===== src/rtl/hat_seq_pkg.sv =====
package hat_seq_pkg;
  typedef enum logic [2:0] {
    ACT_HOLD,
    ACT_ADV_IN,
    ACT_ADV_NEXT,
    ACT_BR_ERR,
    ACT_BR_ZERO,
    ACT_BR_SCAN,
    ACT_SCAN_DONE
  } seq_act_e;
endpackage


===== src/rtl/hat_len_sum.sv =====
module hat_len_sum #(
  parameter int OFS_W   = 3,
  parameter int LEN_W   = 3,
  parameter int ISS_MAX = 2,
  parameter int CNT_W   = 2,
  parameter int TP_W    = 6
) (
  input  logic [OFS_W-1:0]              base,
  input  logic [CNT_W-1:0]              cnt,
  input  logic [(1<<OFS_W)*LEN_W-1:0]   lens,
  output logic [TP_W-1:0]               sum
);
  logic [TP_W-1:0] term [ISS_MAX];

  // One adder term per issue slot of the advance window.
  for (genvar g = 0; g < ISS_MAX; g++) begin : g_slot
    logic [OFS_W-1:0] idx;
    assign idx     = base + OFS_W'(g);
    assign term[g] = (CNT_W'(g) < cnt) ? TP_W'(lens[int'(idx)*LEN_W +: LEN_W]) : '0;
  end

  always_comb begin
    sum = '0;
    for (int i = 0; i < ISS_MAX; i++) sum = sum + term[i];
  end
endmodule


===== src/rtl/hat_tail_scan.sv =====
module hat_tail_scan #(
  parameter int OFS_W = 3,
  parameter int LEN_W = 3,
  parameter int TP_W  = 6
) (
  input  logic                          clk,
  input  logic                          rst_n,
  input  logic                          start,
  input  logic [OFS_W-1:0]              goal_ofs,
  input  logic [(1<<OFS_W)*LEN_W-1:0]   lens,
  output logic                          busy,
  output logic                          done,
  output logic [TP_W-1:0]               sum
);
  logic             busy_q, busy_n;
  logic [OFS_W-1:0] idx_q, idx_n;
  logic [OFS_W-1:0] last_q, last_n;
  logic [TP_W-1:0]  acc_q, acc_n;
  logic             en;

  assign busy = busy_q;
  assign done = busy_q && (idx_q == last_q);
  assign sum  = acc_q + TP_W'(lens[int'(idx_q)*LEN_W +: LEN_W]);
  assign en   = start | busy_q;

  always_comb begin
    busy_n = busy_q;
    idx_n  = idx_q;
    last_n = last_q;
    acc_n  = acc_q;
    if (start) begin
      busy_n = 1'b1;
      idx_n  = '0;
      last_n = goal_ofs - OFS_W'(1);
      acc_n  = '0;
    end else if (busy_q) begin
      if (done) begin
        busy_n = 1'b0;
      end else begin
        idx_n = idx_q + OFS_W'(1);
        acc_n = sum;
      end
    end
  end

  always_ff @(posedge clk or negedge rst_n) begin
    if (!rst_n) begin
      busy_q <= 1'b0;
      idx_q  <= '0;
      last_q <= '0;
      acc_q  <= '0;
    end else if (en) begin
      busy_q <= busy_n;
      idx_q  <= idx_n;
      last_q <= last_n;
      acc_q  <= acc_n;
    end
  end
endmodule


===== src/rtl/hat_pc_seq.sv =====
module hat_pc_seq
  import hat_seq_pkg::*;
#(
  parameter int BUN_W   = 8,
  parameter int OFS_W   = 3,
  parameter int LEN_W   = 3,
  parameter int ISS_MAX = 2,
  parameter int CNT_W   = $clog2(ISS_MAX + 1),
  parameter int NH      = 1 << OFS_W,
  parameter int TP_W    = OFS_W + LEN_W
) (
  input  logic                  clk,
  input  logic                  rst_n,
  input  logic                  adv_req,
  input  logic [CNT_W-1:0]      adv_cnt,
  input  logic                  br_req,
  input  logic [BUN_W-1:0]      br_bundle,
  input  logic [OFS_W-1:0]      br_ofs,
  output logic [BUN_W-1:0]      look_bundle,
  input  logic [OFS_W-1:0]      info_cnt,
  input  logic [NH*LEN_W-1:0]   info_lens,
  output logic [BUN_W-1:0]      pc_bundle,
  output logic [OFS_W-1:0]      pc_ofs,
  output logic [TP_W-1:0]       tail_ptr,
  output logic                  busy,
  output logic                  pc_err
);
  localparam int RW = OFS_W + CNT_W + 1;

  logic [BUN_W-1:0] bun_q, bun_n, tgt_bun_q;
  logic [OFS_W-1:0] ofs_q, ofs_n, tgt_ofs_q;
  logic [TP_W-1:0]  tp_q, tp_n;
  logic             err_q;
  logic             pc_en, tgt_en;
  logic [TP_W-1:0]  win_sum, scan_sum;
  logic             scan_busy, scan_done, scan_start;
  logic [RW-1:0]    reach;
  logic             past_end;
  seq_act_e         act;

  hat_len_sum #(
    .OFS_W(OFS_W), .LEN_W(LEN_W), .ISS_MAX(ISS_MAX), .CNT_W(CNT_W), .TP_W(TP_W)
  ) i_win (
    .base(ofs_q), .cnt(adv_cnt), .lens(info_lens), .sum(win_sum)
  );

  hat_tail_scan #(
    .OFS_W(OFS_W), .LEN_W(LEN_W), .TP_W(TP_W)
  ) i_scan (
    .clk(clk), .rst_n(rst_n), .start(scan_start), .goal_ofs(br_ofs),
    .lens(info_lens), .busy(scan_busy), .done(scan_done), .sum(scan_sum)
  );

  // Lookup steering: scan target, then pending branch, then current bundle.
  assign look_bundle = scan_busy ? tgt_bun_q : (br_req ? br_bundle : bun_q);

  assign reach    = RW'(ofs_q) + RW'(adv_cnt);
  assign past_end = reach > RW'(info_cnt);

  always_comb begin
    act = ACT_HOLD;
    if (scan_busy) begin
      if (scan_done) act = ACT_SCAN_DONE;
    end else if (br_req) begin
      if (br_ofs > info_cnt)  act = ACT_BR_ERR;
      else if (br_ofs == '0)  act = ACT_BR_ZERO;
      else                    act = ACT_BR_SCAN;
    end else if (adv_req && (adv_cnt != '0)) begin
      act = past_end ? ACT_ADV_NEXT : ACT_ADV_IN;
    end
  end

  assign scan_start = (act == ACT_BR_SCAN);
  assign tgt_en     = scan_start;

  always_comb begin
    pc_en = 1'b1;
    bun_n = bun_q;
    ofs_n = ofs_q;
    tp_n  = tp_q;
    unique case (act)
      ACT_ADV_IN: begin
        ofs_n = ofs_q + OFS_W'(adv_cnt);
        tp_n  = tp_q + win_sum;
      end
      ACT_ADV_NEXT: begin
        bun_n = bun_q + BUN_W'(1);
        ofs_n = '0;
        tp_n  = '0;
      end
      ACT_BR_ZERO: begin
        bun_n = br_bundle;
        ofs_n = '0;
        tp_n  = '0;
      end
      ACT_SCAN_DONE: begin
        bun_n = tgt_bun_q;
        ofs_n = tgt_ofs_q;
        tp_n  = scan_sum;
      end
      default: pc_en = 1'b0;
    endcase
  end

  always_ff @(posedge clk or negedge rst_n) begin
    if (!rst_n) begin
      bun_q <= '0;
      ofs_q <= '0;
      tp_q  <= '0;
    end else if (pc_en) begin
      bun_q <= bun_n;
      ofs_q <= ofs_n;
      tp_q  <= tp_n;
    end
  end

  always_ff @(posedge clk or negedge rst_n) begin
    if (!rst_n) begin
      tgt_bun_q <= '0;
      tgt_ofs_q <= '0;
    end else if (tgt_en) begin
      tgt_bun_q <= br_bundle;
      tgt_ofs_q <= br_ofs;
    end
  end

  always_ff @(posedge clk or negedge rst_n) begin
    if (!rst_n) err_q <= 1'b0;
    else        err_q <= (act == ACT_BR_ERR);
  end

  assign pc_bundle = bun_q;
  assign pc_ofs    = ofs_q;
  assign tail_ptr  = tp_q;
  assign busy      = scan_busy;
  assign pc_err    = err_q;
endmodule


===== config.mk =====
export PLATFORM = sky130hd
export DESIGN_NAME = hat_pc_seq
export DESIGN_NICKNAME = d
export VERILOG_FILES = /design/src/rtl/hat_seq_pkg.sv /design/src/rtl/hat_len_sum.sv /design/src/rtl/hat_tail_scan.sv /design/src/rtl/hat_pc_seq.sv
export SDC_FILE = /design/constraint.sdc
export NUM_CORES = 1
export LEC_CHECK = 0
export ABC_AREA = 1
export BUFFER_PORTS_ARGS = -buffer_cell sky130_fd_sc_hd__buf_2
export CAP_MARGIN = 10
export CELL_PAD_IN_SITES_DETAIL_PLACEMENT = 1
export CELL_PAD_IN_SITES_GLOBAL_PLACEMENT = 1
export CORE_MARGIN = 1.5
export CORE_UTILIZATION = 36
export DETAILED_ROUTE_END_ITERATION = 8
export PLACE_DENSITY_LB_ADDON = 0.1
export SLEW_MARGIN = 5
export SYNTH_ARGS = -nofsm -noshare
export SYNTH_HDL_FRONTEND = slang
export SYNTH_SLANG_ARGS = --single-unit

===== constraint.sdc =====
create_clock -name clk -period 3 [get_ports clk]
set_input_delay 0.15 -clock clk [delete_from_list [all_inputs] [get_ports clk]]
set_output_delay 0.15 -clock clk [all_outputs]
set_load 0.02 [all_outputs]

==> tab_implementation.tex <==
\begin{tabular}{lr}
\hline
Metric & Value \\
\hline
\multicolumn{2}{l}{\textbf{Placement}} \\
Last weighted congestion value of the routability-driven placer & 0.902 \\
Count of buffers inserted at the top-level ports & 70 \\
HPWL Detailed & 9070 µm \\
Placed cell count & 730 \\
\multicolumn{2}{l}{\textbf{Drt}} \\
Number of nets with antenna violations after routing & 0 \\
DRT iter0 DRCs & 108 \\
Router iterations before antenna repair & 5 \\
Total Routed Length & 11900 µm \\
Number of DRC violations after detailed routing & 0 \\
Vias after detailed routing & 3812 \\
Mean number of vias per cell & 5.13 \\
Routed wirelength normalized by instance count & 16.1 µm \\
\multicolumn{2}{l}{\textbf{Logic synthesis}} \\
Synth Area in Compound Gates & 0.189 \\
Number of distinct library cell variants in the gate-level netlist after synthesis & 35 \\
Total standard cell area after synthesis & 3650 µm² \\
Part of the Yosys area used for sequential elements & 0.288 \\
Adder-cell share of the synthesized area & 0.102 \\
Number of warning messages in the yosys log & 0 \\
Synthesized-area fraction occupied by and/or/nand/nor cells & 0.272 \\
Xor and xnor area share after synthesis & 0.0497 \\
Mux cell area share after synthesis & 0 \\
Gate count of the mapped netlist & 524 \\
Average cell area after synthesis & 6.96 µm² \\
Synth Net Count & 594 \\
Number of storage elements in the synthesis netlist & 42 \\
Combinational family with the most area after synthesis & simple AND/OR/NAND/NOR gates \\
\multicolumn{2}{l}{\textbf{Critical path}} \\
Worst flop-to-flop path endpoint & tail\_ptr[3] \\
Origin of the critical flop-to-flop path & pc\_ofs[0] \\
Worst-path cell chain & ha\_4, buf\_6, o21ai\_1, o21ai\_1, o211ai\_1, fa\_2, inv\_2, ha\_4, inv\_2, fa\_2, buf\_6, xor2\_2, o21ai\_1, nand2\_1, nand2\_1 \\
Worst R2R Setup Slack & 80 ps \\
R2R depth & 15 \\
Critical path's top delay family & adder cells \\
CP max stage cell & sky130\_fd\_sc\_hd\_\_dfrtp\_2 \\
Required time of the critical path & 3240 ps \\
Biggest cell delay along the critical path & 460 ps \\
Critical path's most frequent cell & sky130\_fd\_sc\_hd\_\_o21ai\_1 \\
Endpoint class of the critical path & register \\
Number of buffer and inverter instances along the worst setup path & 4 \\
Startpoint type of the worst setup path & register \\
Type of the setup path with the least slack & reg2reg \\
Worst-path fanout max & 5 \\
Critical Path AT & 3160 ps \\
\multicolumn{2}{l}{\textbf{Timing}} \\
Shortest period the worst path allows & 2920 ps \\
Hold slack final & 4.18 ps \\
Number of setup violations in the final report & 0 \\
Fmax achieved & 0.342 GHz \\
Total count of max-transition violations in the final report & 0 \\
Tcrit/Tclk final & 0.973 \\
Setup repair after global routing missed its margin & true \\
Count of final hold-check violations & 0 \\
Final worst clock skew & 5.73 ps \\
Headroom to the max-slew limit & 0.331 \\
Pin slew with the least headroom to its limit & 1000 ps \\
\multicolumn{2}{l}{\textbf{Global route}} \\
Maximum number of pins on one net before global-route repair & 43 \\
GR Overflow Total & 0 \\
Wire length of the first global-routing pass & 18900 µm \\
Initial antenna violation count & 0 \\
Total routing resource utilization after global routing & 0.219 \\
Vias in the first global route & 3772 \\
\multicolumn{2}{l}{\textbf{Clock network}} \\
CTS Root Cell & sky130\_fd\_sc\_hd\_\_clkbuf\_8 \\
Number of buffers added by the clock tree synthesis step & 5 \\
Worst-skew pair later-pin latency & 300 ps \\
H-tree depth & 2 \\
Sink Count & 42 \\
Hold buffer count at cts & 0 \\
CTS tree & yes \\
Bufs on Longest Clock Path & 2 \\
CTS clk-pin slew, worst paths & 90 ps \\
\multicolumn{2}{l}{\textbf{Final layout}} \\
Post-layout nets & 680 \\
Area growth from synthesis to final layout & 26.6\% \\
Highest-count cells in the layout ignoring fill and taps & sky130\_fd\_sc\_hd\_\_nand2\_1 (139), sky130\_fd\_sc\_hd\_\_buf\_2 (70), sky130\_fd\_sc\_hd\_\_inv\_1 (55) \\
Most frequent standard cell in the layout excluding fill and tap cells & sky130\_fd\_sc\_hd\_\_nand2\_1 \\
Diodes inserted & 0 \\
Final Instance Count excl. Fillers & 743 \\
Share of the core filled with cells in the final layout & 0.470 \\
Proportion of layout cells with a drive suffix above 1 & 0.266 \\
\multicolumn{2}{l}{\textbf{Floorplan}} \\
Area of the core region & 9820 µm² \\
DIE AREA & 10700 µm² \\
Starting utilization of the core area & 0.372 \\
Site Rows & 36 \\
Top-level port count & 71 \\
Chip Width & 104 µm \\
Vertical die dimension & 104 µm \\
\multicolumn{2}{l}{\textbf{Pwr}} \\
Ratio of total power to cell area & 1280 nW/µm² \\
Peak supply drop & 326 µV \\
Pwr Total & 0.00591 W \\
Static leakage & 2.35 nW \\
\multicolumn{2}{l}{\textbf{Hold path}} \\
Worst hold-check path type & in2async \\
\multicolumn{2}{l}{\textbf{Outcome}} \\
Result of the run & finished, final reports clean \\
\multicolumn{2}{l}{\textbf{Run}} \\
Total of max-cap violations & 0 \\
\hline
\end{tabular}
## power breakdown
part	internal [W]	switching (W)
Sequential	0.000849	0.000299
Clock	0.000267	0.000214
Combinational	0.00170	0.00259
Total	0.00281	0.00310
## area by class of cell
type / instances / area (µm²)
multi-input combinational: 399 / 2430
fill: 1322 / 5200
tap: 133 / 166
inverter: 62 / 243
clock buffer: 6 / 82.6
timing repair buffer: 100 / 614
clock inverter: 1 / 30.0
sequential: 42 / 1050
## state kept, by name, summed over array words and instances, names as in the netlist
register       flops
pc_bundle          8
tgt_bun_q          8
i_scan.acc_q       6
tail_ptr           6
i_scan.idx_q       3
i_scan.last_q      3
pc_ofs             3
tgt_ofs_q          3
i_scan.busy        1
pc_err             1
## worst max path at each step
stage | startpoint | depth (start not counted) | endpoint
after floorplan | pc_ofs[1] | 14 | tail_ptr[5]
final | pc_ofs[0] | 15 | tail_ptr[3]
after CTS | pc_ofs[0] | 18 | pc_bundle[1]
after global routing | pc_ofs[0] | 15 | tail_ptr[3]
after detailed placement | pc_ofs[0] | 16 | tail_ptr[5]
after global placement | pc_ofs[0] | 16 | tail_ptr[5]
## timing repair
action	in CTS	in global routing
resized for setup	6	56
pin swaps	0	32
endpoints found under the setup margin	9	41
setup buffers	0	6
## layer usage
layer	track usage	up-vias	wire length, µm
met5	0	-	0
met4	0.0446	0	83
met3	0.0220	7	338
met2	0.375	74	5760
met1	0.301	1842	5760
li1	-	1889	-
## Yosys cell counts, drive strengths merged
cell type  count  area share
nand3b         1      0.0021
a21oi         52       0.071
clkinv         1      0.0010
ha            20       0.069
fa             6       0.033
a211oi         1      0.0021
nand2        154        0.18
a311oi         2      0.0048
or2            1      0.0017
a31oi          5      0.0086
o22ai          1      0.0017
dfrtp         42        0.29
nand4          1      0.0034
o211ai         6       0.012
buf           13       0.027
nor3           1      0.0014
xor2          13       0.031
o21ai         64       0.088
inv           61       0.064
xnor2          6       0.019
nor2          29       0.036
nand3         36       0.051
clkbuf         8      0.0082
## through the flow
step	cell area [µm²]	setup WS, ps	setup TNS (ps)
after floorplan	3650	9.91	0
after global placement	4230	-1.90	-1.90
after detailed placement	4230	-151	-234
after CTS	4380	9.46	0
after global routing	4620	-43.9	-86.9
final	4620	80.2	0
## cells by family (layout without fill, tap and decap cells)
logic type               after synthesis  count (layout)
AO/OA/AOI/OAI                        131             131
adder cells (fa/ha/maj)               26              26
AND/OR/NAND/NOR                      223             223
XOR/XNOR                              19              19
flip-flops                            42              42
buffers and inverters                 83             169
Power figures use the tool's default switching activity.
